===== src/rtl/satclip_pkg.sv =====
package satclip_pkg;

    localparam int unsigned DATA_W = 32;
    localparam int unsigned CNT_W  = 6;

    typedef logic [DATA_W-1:0] word_t;

    typedef enum logic {
        SRC_IMM = 1'b0,
        SRC_REG = 1'b1
    } cnt_src_e;

    typedef struct packed {
        logic  vld;
        word_t res;
        logic  sat;
    } stage_t;

endpackage


===== src/rtl/satclip_count_sel.sv =====
module satclip_count_sel
    import satclip_pkg::*;
#(
    parameter int unsigned DATA_W = satclip_pkg::DATA_W,
    parameter int unsigned CNT_W  = satclip_pkg::CNT_W
) (
    input  cnt_src_e          src,
    input  logic [CNT_W-1:0]  imm,
    input  logic [DATA_W-1:0] opnd,
    output logic [CNT_W-1:0]  cnt
);
    localparam logic [CNT_W-1:0] MAX_CNT = CNT_W'(DATA_W);
    localparam logic [CNT_W-1:0] MIN_CNT = CNT_W'(1);

    logic [CNT_W-1:0] raw;

    always_comb begin
        raw = (src == SRC_REG) ? opnd[CNT_W-1:0] : imm;
        if (raw == '0) begin
            cnt = MIN_CNT;
        end else if (raw > MAX_CNT) begin
            cnt = MAX_CNT;
        end else begin
            cnt = raw;
        end
    end

    always_comb begin
        assert (cnt >= MIN_CNT && cnt <= MAX_CNT);
    end

endmodule


===== src/rtl/satclip_bounds.sv =====
module satclip_bounds #(
    parameter int unsigned DATA_W = satclip_pkg::DATA_W,
    parameter int unsigned CNT_W  = satclip_pkg::CNT_W
) (
    input  logic [CNT_W-1:0]  cnt,
    input  logic              is_uns,
    output logic [DATA_W-1:0] hi,
    output logic [DATA_W-1:0] lo
);
    logic [DATA_W:0]   pow;
    logic [DATA_W-1:0] mask;

    always_comb begin
        pow  = (DATA_W+1)'(1) << cnt;
        mask = pow[DATA_W-1:0] - DATA_W'(1);
        if (is_uns) begin
            hi = mask;
            lo = '0;
        end else begin
            hi = mask >> 1;
            lo = ~(mask >> 1);
        end
    end

endmodule


===== src/rtl/satclip_core.sv =====
module satclip_core #(
    parameter int unsigned DATA_W = satclip_pkg::DATA_W
) (
    input  logic [DATA_W-1:0] value,
    input  logic              is_uns,
    input  logic [DATA_W-1:0] hi,
    input  logic [DATA_W-1:0] lo,
    output logic [DATA_W-1:0] res,
    output logic              sat
);
    always_comb begin
        res = value;
        sat = 1'b0;
        if (is_uns) begin
            if (value[DATA_W-1]) begin
                res = '0;
                sat = 1'b1;
            end else if (value > hi) begin
                res = hi;
                sat = 1'b1;
            end
        end else begin
            if ($signed(value) > $signed(hi)) begin
                res = hi;
                sat = 1'b1;
            end else if ($signed(value) < $signed(lo)) begin
                res = lo;
                sat = 1'b1;
            end
        end
    end

endmodule


===== src/rtl/satclip_unit.sv =====
module satclip_unit
    import satclip_pkg::*;
#(
    parameter int unsigned DATA_W = satclip_pkg::DATA_W,
    parameter int unsigned CNT_W  = satclip_pkg::CNT_W
) (
    input  logic              clk,
    input  logic              rst_n,
    input  logic              in_valid,
    input  logic [DATA_W-1:0] in_value,
    input  logic              in_unsigned,
    input  logic              cnt_src,
    input  logic [CNT_W-1:0]  cnt_imm,
    input  logic [DATA_W-1:0] cnt_opnd,
    output logic              out_valid,
    output logic [DATA_W-1:0] out_value,
    output logic              out_sat
);
    logic [CNT_W-1:0]  cnt_eff;
    logic [DATA_W-1:0] bnd_hi;
    logic [DATA_W-1:0] bnd_lo;
    logic [DATA_W-1:0] clip_res;
    logic              clip_sat;

    stage_t stage_d;
    stage_t stage_q;

    satclip_count_sel #(.DATA_W(DATA_W), .CNT_W(CNT_W)) u_cnt (
        .src  (cnt_src_e'(cnt_src)),
        .imm  (cnt_imm),
        .opnd (cnt_opnd),
        .cnt  (cnt_eff)
    );

    satclip_bounds #(.DATA_W(DATA_W), .CNT_W(CNT_W)) u_bnd (
        .cnt    (cnt_eff),
        .is_uns (in_unsigned),
        .hi     (bnd_hi),
        .lo     (bnd_lo)
    );

    satclip_core #(.DATA_W(DATA_W)) u_core (
        .value  (in_value),
        .is_uns (in_unsigned),
        .hi     (bnd_hi),
        .lo     (bnd_lo),
        .res    (clip_res),
        .sat    (clip_sat)
    );

    always_comb begin
        stage_d     = stage_q;
        stage_d.vld = in_valid;
        if (in_valid) begin
            stage_d.res = clip_res;
            stage_d.sat = clip_sat;
        end
    end

    always_ff @(posedge clk) begin
        if (!rst_n) begin
            stage_q <= '0;
        end else begin
            stage_q <= stage_d;
        end
    end

    assign out_valid = stage_q.vld;
    assign out_value = stage_q.res;
    assign out_sat   = stage_q.sat;

    AST_LATENCY_ON: assert property (@(posedge clk) disable iff (!rst_n)
        in_valid |=> out_valid);
    AST_LATENCY_OFF: assert property (@(posedge clk) disable iff (!rst_n)
        !in_valid |=> !out_valid);
    AST_UNS_NONNEG: assert property (@(posedge clk) disable iff (!rst_n)
        (in_valid && in_unsigned) |=> !out_value[DATA_W-1]);
    AST_FLAG_DIFF: assert property (@(posedge clk) disable iff (!rst_n)
        in_valid |=> (out_sat == (out_value != $past(in_value))));
    AST_HOLD: assert property (@(posedge clk) disable iff (!rst_n)
        !in_valid |=> ($stable(out_value) && $stable(out_sat)));
    AST_PASS_FULL: assert property (@(posedge clk) disable iff (!rst_n)
        (in_valid && !in_unsigned && !cnt_src && cnt_imm == CNT_W'(DATA_W))
        |=> (out_value == $past(in_value)));

endmodule


===== config.mk =====
export PLATFORM = sky130hd
export DESIGN_NAME = satclip_unit
export DESIGN_NICKNAME = d
export VERILOG_FILES = /design/src/rtl/satclip_pkg.sv /design/src/rtl/satclip_count_sel.sv /design/src/rtl/satclip_bounds.sv /design/src/rtl/satclip_core.sv /design/src/rtl/satclip_unit.sv
export SDC_FILE = /design/constraint.sdc
export NUM_CORES = 1
export LEC_CHECK = 0
export CELL_PAD_IN_SITES_DETAIL_PLACEMENT = 2
export CELL_PAD_IN_SITES_GLOBAL_PLACEMENT = 2
export CORE_MARGIN = 3
export CORE_UTILIZATION = 27
export CTS_CLUSTER_SIZE = 10
export DETAILED_ROUTE_END_ITERATION = 7
export PLACE_DENSITY_LB_ADDON = 0.1
export SKIP_LAST_GASP = 1
export SLEW_MARGIN = 40
export SYNTH_ARGS = -nofsm -noshare
export SYNTH_HDL_FRONTEND = slang
export SYNTH_SLANG_ARGS = --single-unit

===== constraint.sdc =====
create_clock -name clk -period 6.36 [get_ports clk]
set_input_delay 0.954 -clock clk [delete_from_list [all_inputs] [get_ports clk]]
set_output_delay 0.954 -clock clk [all_outputs]
set_load 0.05 [all_outputs]

Yosys cells after proc, flatten, opt, wreduce, memory -nomap -nowiden
Index checks and enable logic that the tools add are counted.
{"block": "totals", "regBits": 34, "in_bits": 75, "output_inout_bits": 34, "wordCells": 26}
{"block": "classes", "add_sub_neg": 1, "order_cmp": 4, "shifts": 1, "n_mux": 15, "n_bitwise": 1, "n_reduce_logical": 1}
{"op": "$mux 32", "count": 7}
{"op": "$gt 32x32->1", "count": 2}
{"op": "$lt 32x32->1", "count": 1}
{"op": "$not 31->32", "count": 1}
{"op": "$shl 1x6->32 const A", "count": 1}
{"op": "$sub 32x1->32 const B", "count": 1}
{"op": "$mux 6", "count": 3}
{"op": "$gt 6x6->1 const B", "count": 1}
{"op": "$logic_not 6->1", "count": 1}
{"op": "$mux 1", "count": 5}

Depth between registers and ports, before layout
{"block": "logic_depth", "depth_word": 12, "depth_mapped": 31}

By module
Synthesis repeated with hierarchy kept, for this count alone.
{"block": "hier_totals", "cells_unflattened": 726, "hier_area_um2": 5362.6}
{"mod": "satclip_core", "instances": 1, "cells_per_inst": 358, "area_each_um2": 2522.4, "seq_area_each_um2": 0.0}
{"mod": "satclip_bounds", "instances": 1, "cells_per_inst": 242, "area_each_um2": 1370.1, "seq_area_each_um2": 0.0}
{"mod": "satclip_unit", "instances": 1, "cells_per_inst": 108, "area_each_um2": 1306.3, "seq_area_each_um2": 680.7}
{"mod": "satclip_count_sel", "instances": 1, "cells_per_inst": 18, "area_each_um2": 163.9, "seq_area_each_um2": 0.0}

Worst setup path before layout
No wires, ideal clock.
{"block": "synth_path", "path_type": "input to register", "startpoint": "in cnt_src", "endpoint": "reg stage_q (netlist bit out_value[10])", "arrival_time_ps": 6392, "required_time_ps": 6238, "path_slack_ps": -153, "path_stages": 29, "path_buffers": 5, "cell_sequence": "buf_4 -> buf_4 -> nor4b_1 -> o22ai_1 -> ha_1 -> o21ai_1 -> a211oi_2 -> buf_4 -> and2_1 -> buf_2 -> a211oi_1 -> a31oi_1 -> o21ai_0 -> nand2b_1 -> o21ai_0 -> ha_1 -> nand4_1 -> nor4_1 -> nand2_1 -> mux2_1 -> a21oi_1 -> nand4b_1 -> o21a_1 -> a22o_1 -> o31ai_4 -> and2_1 -> clkbuf_1 -> a211o_1 -> a221o_1"}
{"block": "synth_between", "elab_chain_cells": 12}
{"element": "from (decl)", "line_no": "satclip_unit.sv:12", "source": "input logic cnt_src,"}
{"element": "$mux 6 (*)", "line_no": "satclip_count_sel.sv:18", "source": "raw = (src == SRC_REG) ? opnd[CNT_W-1:0] : imm;"}
{"element": "$gt 6x6->1", "line_no": "satclip_count_sel.sv:21", "source": "end else if (raw > MAX_CNT) begin"}
{"element": "$mux 6", "line_no": "satclip_count_sel.sv:21"}
{"element": "$mux 6 (*)", "line_no": "satclip_count_sel.sv:19", "source": "if (raw == '0) begin"}
{"element": "$shl 1x6->32 (*)", "line_no": "satclip_bounds.sv:14", "source": "pow = (DATA_W+1)'(1) << cnt;"}
{"element": "$sub 32x1->32 (*)", "line_no": "satclip_bounds.sv:15", "source": "mask = pow[DATA_W-1:0] - DATA_W'(1);"}
{"element": "$not 31->32", "line_no": "satclip_bounds.sv:21", "source": "lo = ~(mask >> 1);"}
{"element": "$mux 32", "line_no": "satclip_bounds.sv:16", "source": "if (is_uns) begin"}
{"element": "$lt 32x32->1", "line_no": "satclip_core.sv:26", "source": "end else if ($signed(value) < $signed(lo)) begin"}
{"element": "$mux 32", "line_no": "satclip_core.sv:26"}
{"element": "$mux 32", "line_no": "satclip_core.sv:23", "source": "if ($signed(value) > $signed(hi)) begin"}
{"element": "$mux 32 (*)", "line_no": "satclip_core.sv:14", "source": "if (is_uns) begin"}
{"element": "to (signal assigned)", "line_no": "satclip_unit.sv:64", "source": "stage_q <= stage_d;"}
{"element": "to (decl)", "line_no": "satclip_unit.sv:26", "source": "stage_t stage_q;"}
Every way passes the cells marked *; elsewhere a longest branch is shown, timed or not.
A chain may end at the register's enable or synchronous reset.

Final worst setup path
{"block": "layout_path", "startpoint": "in cnt_imm[1]", "endpoint": "reg stage_q (netlist bit out_value[26])"}
{"block": "layout_between", "elab_chain_cells": 12}
{"element": "from (decl)", "line_no": "satclip_unit.sv:13", "source": "input logic [CNT_W-1:0] cnt_imm,"}
{"element": "$mux 6 (*)", "line_no": "satclip_count_sel.sv:18"}
{"element": "$gt 6x6->1", "line_no": "satclip_count_sel.sv:21"}
{"element": "$mux 6", "line_no": "satclip_count_sel.sv:21"}
{"element": "$mux 6 (*)", "line_no": "satclip_count_sel.sv:19"}
{"element": "$shl 1x6->32 (*)", "line_no": "satclip_bounds.sv:14"}
{"element": "$sub 32x1->32 (*)", "line_no": "satclip_bounds.sv:15"}
{"element": "$not 31->32", "line_no": "satclip_bounds.sv:21"}
{"element": "$mux 32", "line_no": "satclip_bounds.sv:16"}
{"element": "$lt 32x32->1", "line_no": "satclip_core.sv:26"}
{"element": "$mux 32", "line_no": "satclip_core.sv:26"}
{"element": "$mux 32", "line_no": "satclip_core.sv:23"}
{"element": "$mux 32 (*)", "line_no": "satclip_core.sv:14"}
Marks and branches as above.

==> metrics.md <==
| Metric | Value |
|---|---|
| Syn_area_per_cell | 7.17 sq um |
| Initial drt markers | 412 |
| Crit path buffers/inverters | 8 |
| Yosys reg bits | 34 |
| Final-report setup violation count | 1 |
| Clk pin slew, worst setup/hold paths | around 0.06 ns |
| Slew Viols, Final | 0 |
| I/O Buffers | between 80 and 90 |
| Critical Path AT | 6.51 ns |
| Rows | 53 |
| Die Area | 23500 sq um |
| Syn Inst Count | between 800 and 900 |
| Post-Layout Cell Count | ~1400 |
| I/O pin total | roughly 110 |
| Leakage | 4.11 nW |
| Critical path origin | cnt_imm[1] |
| Setup TNS | -0.0203 ns |
| H-Tree Depth | 2 |
| Avg Vias per Cell | between 5 and 6 |
| Clk Latency, worst-skew pair | around 0.28 ns |
| Placeable Area | 21200 sq um |
| Slowest stage cell on the critical path | o32a_1 |
| Clock buffer depth | 2 |
| Clock skew | 0 ns |
| Clk sinks | 34 |
| Sequential cell area fraction in the yosys report | roughly an eighth |
| Number of remaining DRC errors | 0 |
| Worst-path maximum fanout | 8 |
| Share of layout cells above drive strength 1 | between 30% and 40% |
| Fmax | 157 MHz |
| CP Launch Type | input pin |
| CTS Root Cell | clkbuf_16 |
| CP max stage delay | roughly 0.34 ns |
| Number of synthesized flops with an enable pin | 0 |
| Synth Flop Type | dfxtp_1 |
| Mapped cell area | slightly below 6000 sq um |
| Hold Path Sink | out_value[24] |
| Most common cell in the netlist | nor2_1 |
| Cell mode on critical path | buf_4 |
| Outcome | finished with violations |
| Worst setup margin | -0.0203 ns |
| Power per cell area | ~170 nW/um^2 |
| Pre-antenna DRT Iters | 4 |
| Placed cell count | ~1300 |
| Nets | 1225 |
| Async set-reset flop share out of synthesis | 0% |
| Total congestion overflow | 0 |
| Gr usage total | 26.2% |
| Peak supply drop | 0.0985 mV |
| Leading area contributor after synthesis | ha_1 |
| Slew margin rel. | 41.1% |
| Syn Nets | around 950 |
| Fin. Hold Viols | 0 |
| Top cells by area, synth | ha_1 (13%), dfxtp_1 (12%), mux2i_1 (6.3%) |
| Reg-to-reg startpoint | out_value[17] |
| Post-synth top area share | between 10% and 20% |
| Number of global-route vias before repair | around 8100 |
| Number of max-cap violations | 0 |
| Cell family with most CP delay | compound AO/OA/AOI/OAI gates |
| CTS tree | built |
| Initial Util | ~28% |
| Hold path startpoint | out_value[24] |
| Hold path depth | 2 |
| Tmin final | about 6.4 ns |
| Hpwl dp | roughly 25 mm |
| CTS Buf Count | 5 |
| Req. time, crit path | between 6 and 7 ns |
| Global-route wire length before repair | 48.8 mm |
| Crit share post-route | 100% |
| Reg2Reg Setup Slack | roughly 5.5 ns |
| Synth warnings | 0 |
| Die height | approximately 150 um |
| Final GP Congestion | roughly 0.91 |
| Netlist cell types | 80 |
| WL/cell | 24.5 um |
| Final wirelength | 33.4 mm |
| CP endpoint kind | flop |
| Crit Path Class | input pin to flop |
| Hold_buf cts | 0 |
| Slew @ Worst Pin | around 0.88 ns |
| Layout area overhead | 58.3% |
| Hold Crit Class | flop to flop |
| Failing checks | setup timing |
| Post-route ant nets | 0 |
| Post-synth top cells | nor2_1 (89), nand2_1 (87), ha_1 (62) |
| Worst r2r path cells | 3 |
| Worst R2R End | out_value[17] |
| Initial antenna violation count | 0 |
| Via Count | 7776 |
| Pin count of the biggest net entering global routing | 57 |
| Chip width | ~150 um |
-- cell usage in the layout, fill, tap and decap left out, types with 6 or more instances in the layout --
cell type,count
nor3_1,12
o21ai_2,8
a211oi_1,14
and2_1,6
nor2_1,84
nand3_1,20
inv_1,30
a21oi_1,48
ha_1,61
and3_1,12
a211o_1,8
xnor2_1,9
o21ai_0,50
buf_12,6
nand2_1,85
nand4_1,19
a31oi_1,11
or2_2,7
buf_6,11
buf_4,216
clkdlybuf4s50_1,68
o21ai_1,7
a21o_1,21
mux2i_1,32
o221a_2,6
nand2b_1,9
nor2b_1,6
or3_1,8
o211ai_1,15
dfxtp_1,34
dlygate4sd2_1,10
-- timing repair --
action                                  CTS  global route
endpoints found under the setup margin   33            33
buffers inserted                         11            23
gates resized for setup                  70            57
pin swaps                                14            36
cloned                                    3             1
-- stage by stage --
stage | total power [mW] | hold WS, ns | util [%] | setup slack (ns) | instance area, sq um
6_report | 1.57 | 0.477 | 43.7 | -0.0203 | 9250
5_1_grt | 1.66 | 0.492 | 43.7 | -0.231 | 9250
4_1_cts | 1.50 | 0.477 | 41.8 | 0.0139 | 8850
3_5_place_dp | 1.19 | 0.457 | 39.2 | -0.847 | 8300
3_3_place_gp | 1.14 | 0.453 | 39.2 | -0.767 | 8300
2_1_floorplan | 0.764 | 0.676 | - | 0.0293 | 5860
-- layer usage --
layer	track usage, %	vias to the layer above	routed length [um]
met5	0	-	0
met4	5.52	0	816
met3	2.32	48	1580
met2	46.0	201	16400
met1	35.0	3913	14600
li1	-	3614	-
-- cell type report --
cell class,count,area [sq um]
clock inverters,2,10.0
diodes,1,2.50
clock buffers,5,125
inverters,31,116
well taps,275,344
flip-flops and latches,34,681
multi-input cells,698,5260
fillers,2392,11900
repair buffers,318,2720
-- power breakdown --
part           switching, mW  leakage (nW)  internal [mW]
Combinational          0.602          3.76          0.473
Clock                  0.111        0.0694          0.142
Sequential            0.0125         0.281          0.235
Total                  0.725          4.11          0.850
-- worst reg2reg max path: stages, from the launching register on --
cell and delay (ns):
dfxtp_1 0.36, o21ai_0 0.10, a41o_1 0.24, a21oi_1 0.12
-- logic make-up (layout without fill, tap and decap cells) --
group                      Yosys count  after routing  synth area share (%)
AOI/OAI and AO/OA                  262            262                  31.5
xor gates and xnor gates            12             12                  1.80
adders and majority gates           62             62                  13.3
buffers and inverters               84            356                  6.78
DFF                                 34             34                  11.6
muxes                               46             46                  8.13
other                                1              2                0.0641
and+or+nand+nor                    315            315                  26.8
-- registers in the layout, indices dropped and copies added (netlist names) --
| signal | flops |
|---|---|
| out_value | 32 |
| out_sat | 1 |
| out_valid | 1 |
-- worst max path at each step --
| stage | end | slack (ns) | depth (start not counted) |
|---|---|---|---|
| after floorplan | out_value[10] | 0.03 | 29 |
| after global placement | out_value[8] | -0.77 | 26 |
| after detailed placement | out_value[24] | -0.85 | 28 |
| after CTS | out_value[11] | 0.01 | 30 |
| after global routing | out_value[26] | -0.23 | 30 |
| final | out_value[26] | -0.02 | 30 |
Power figures use the tool's default switching activity.
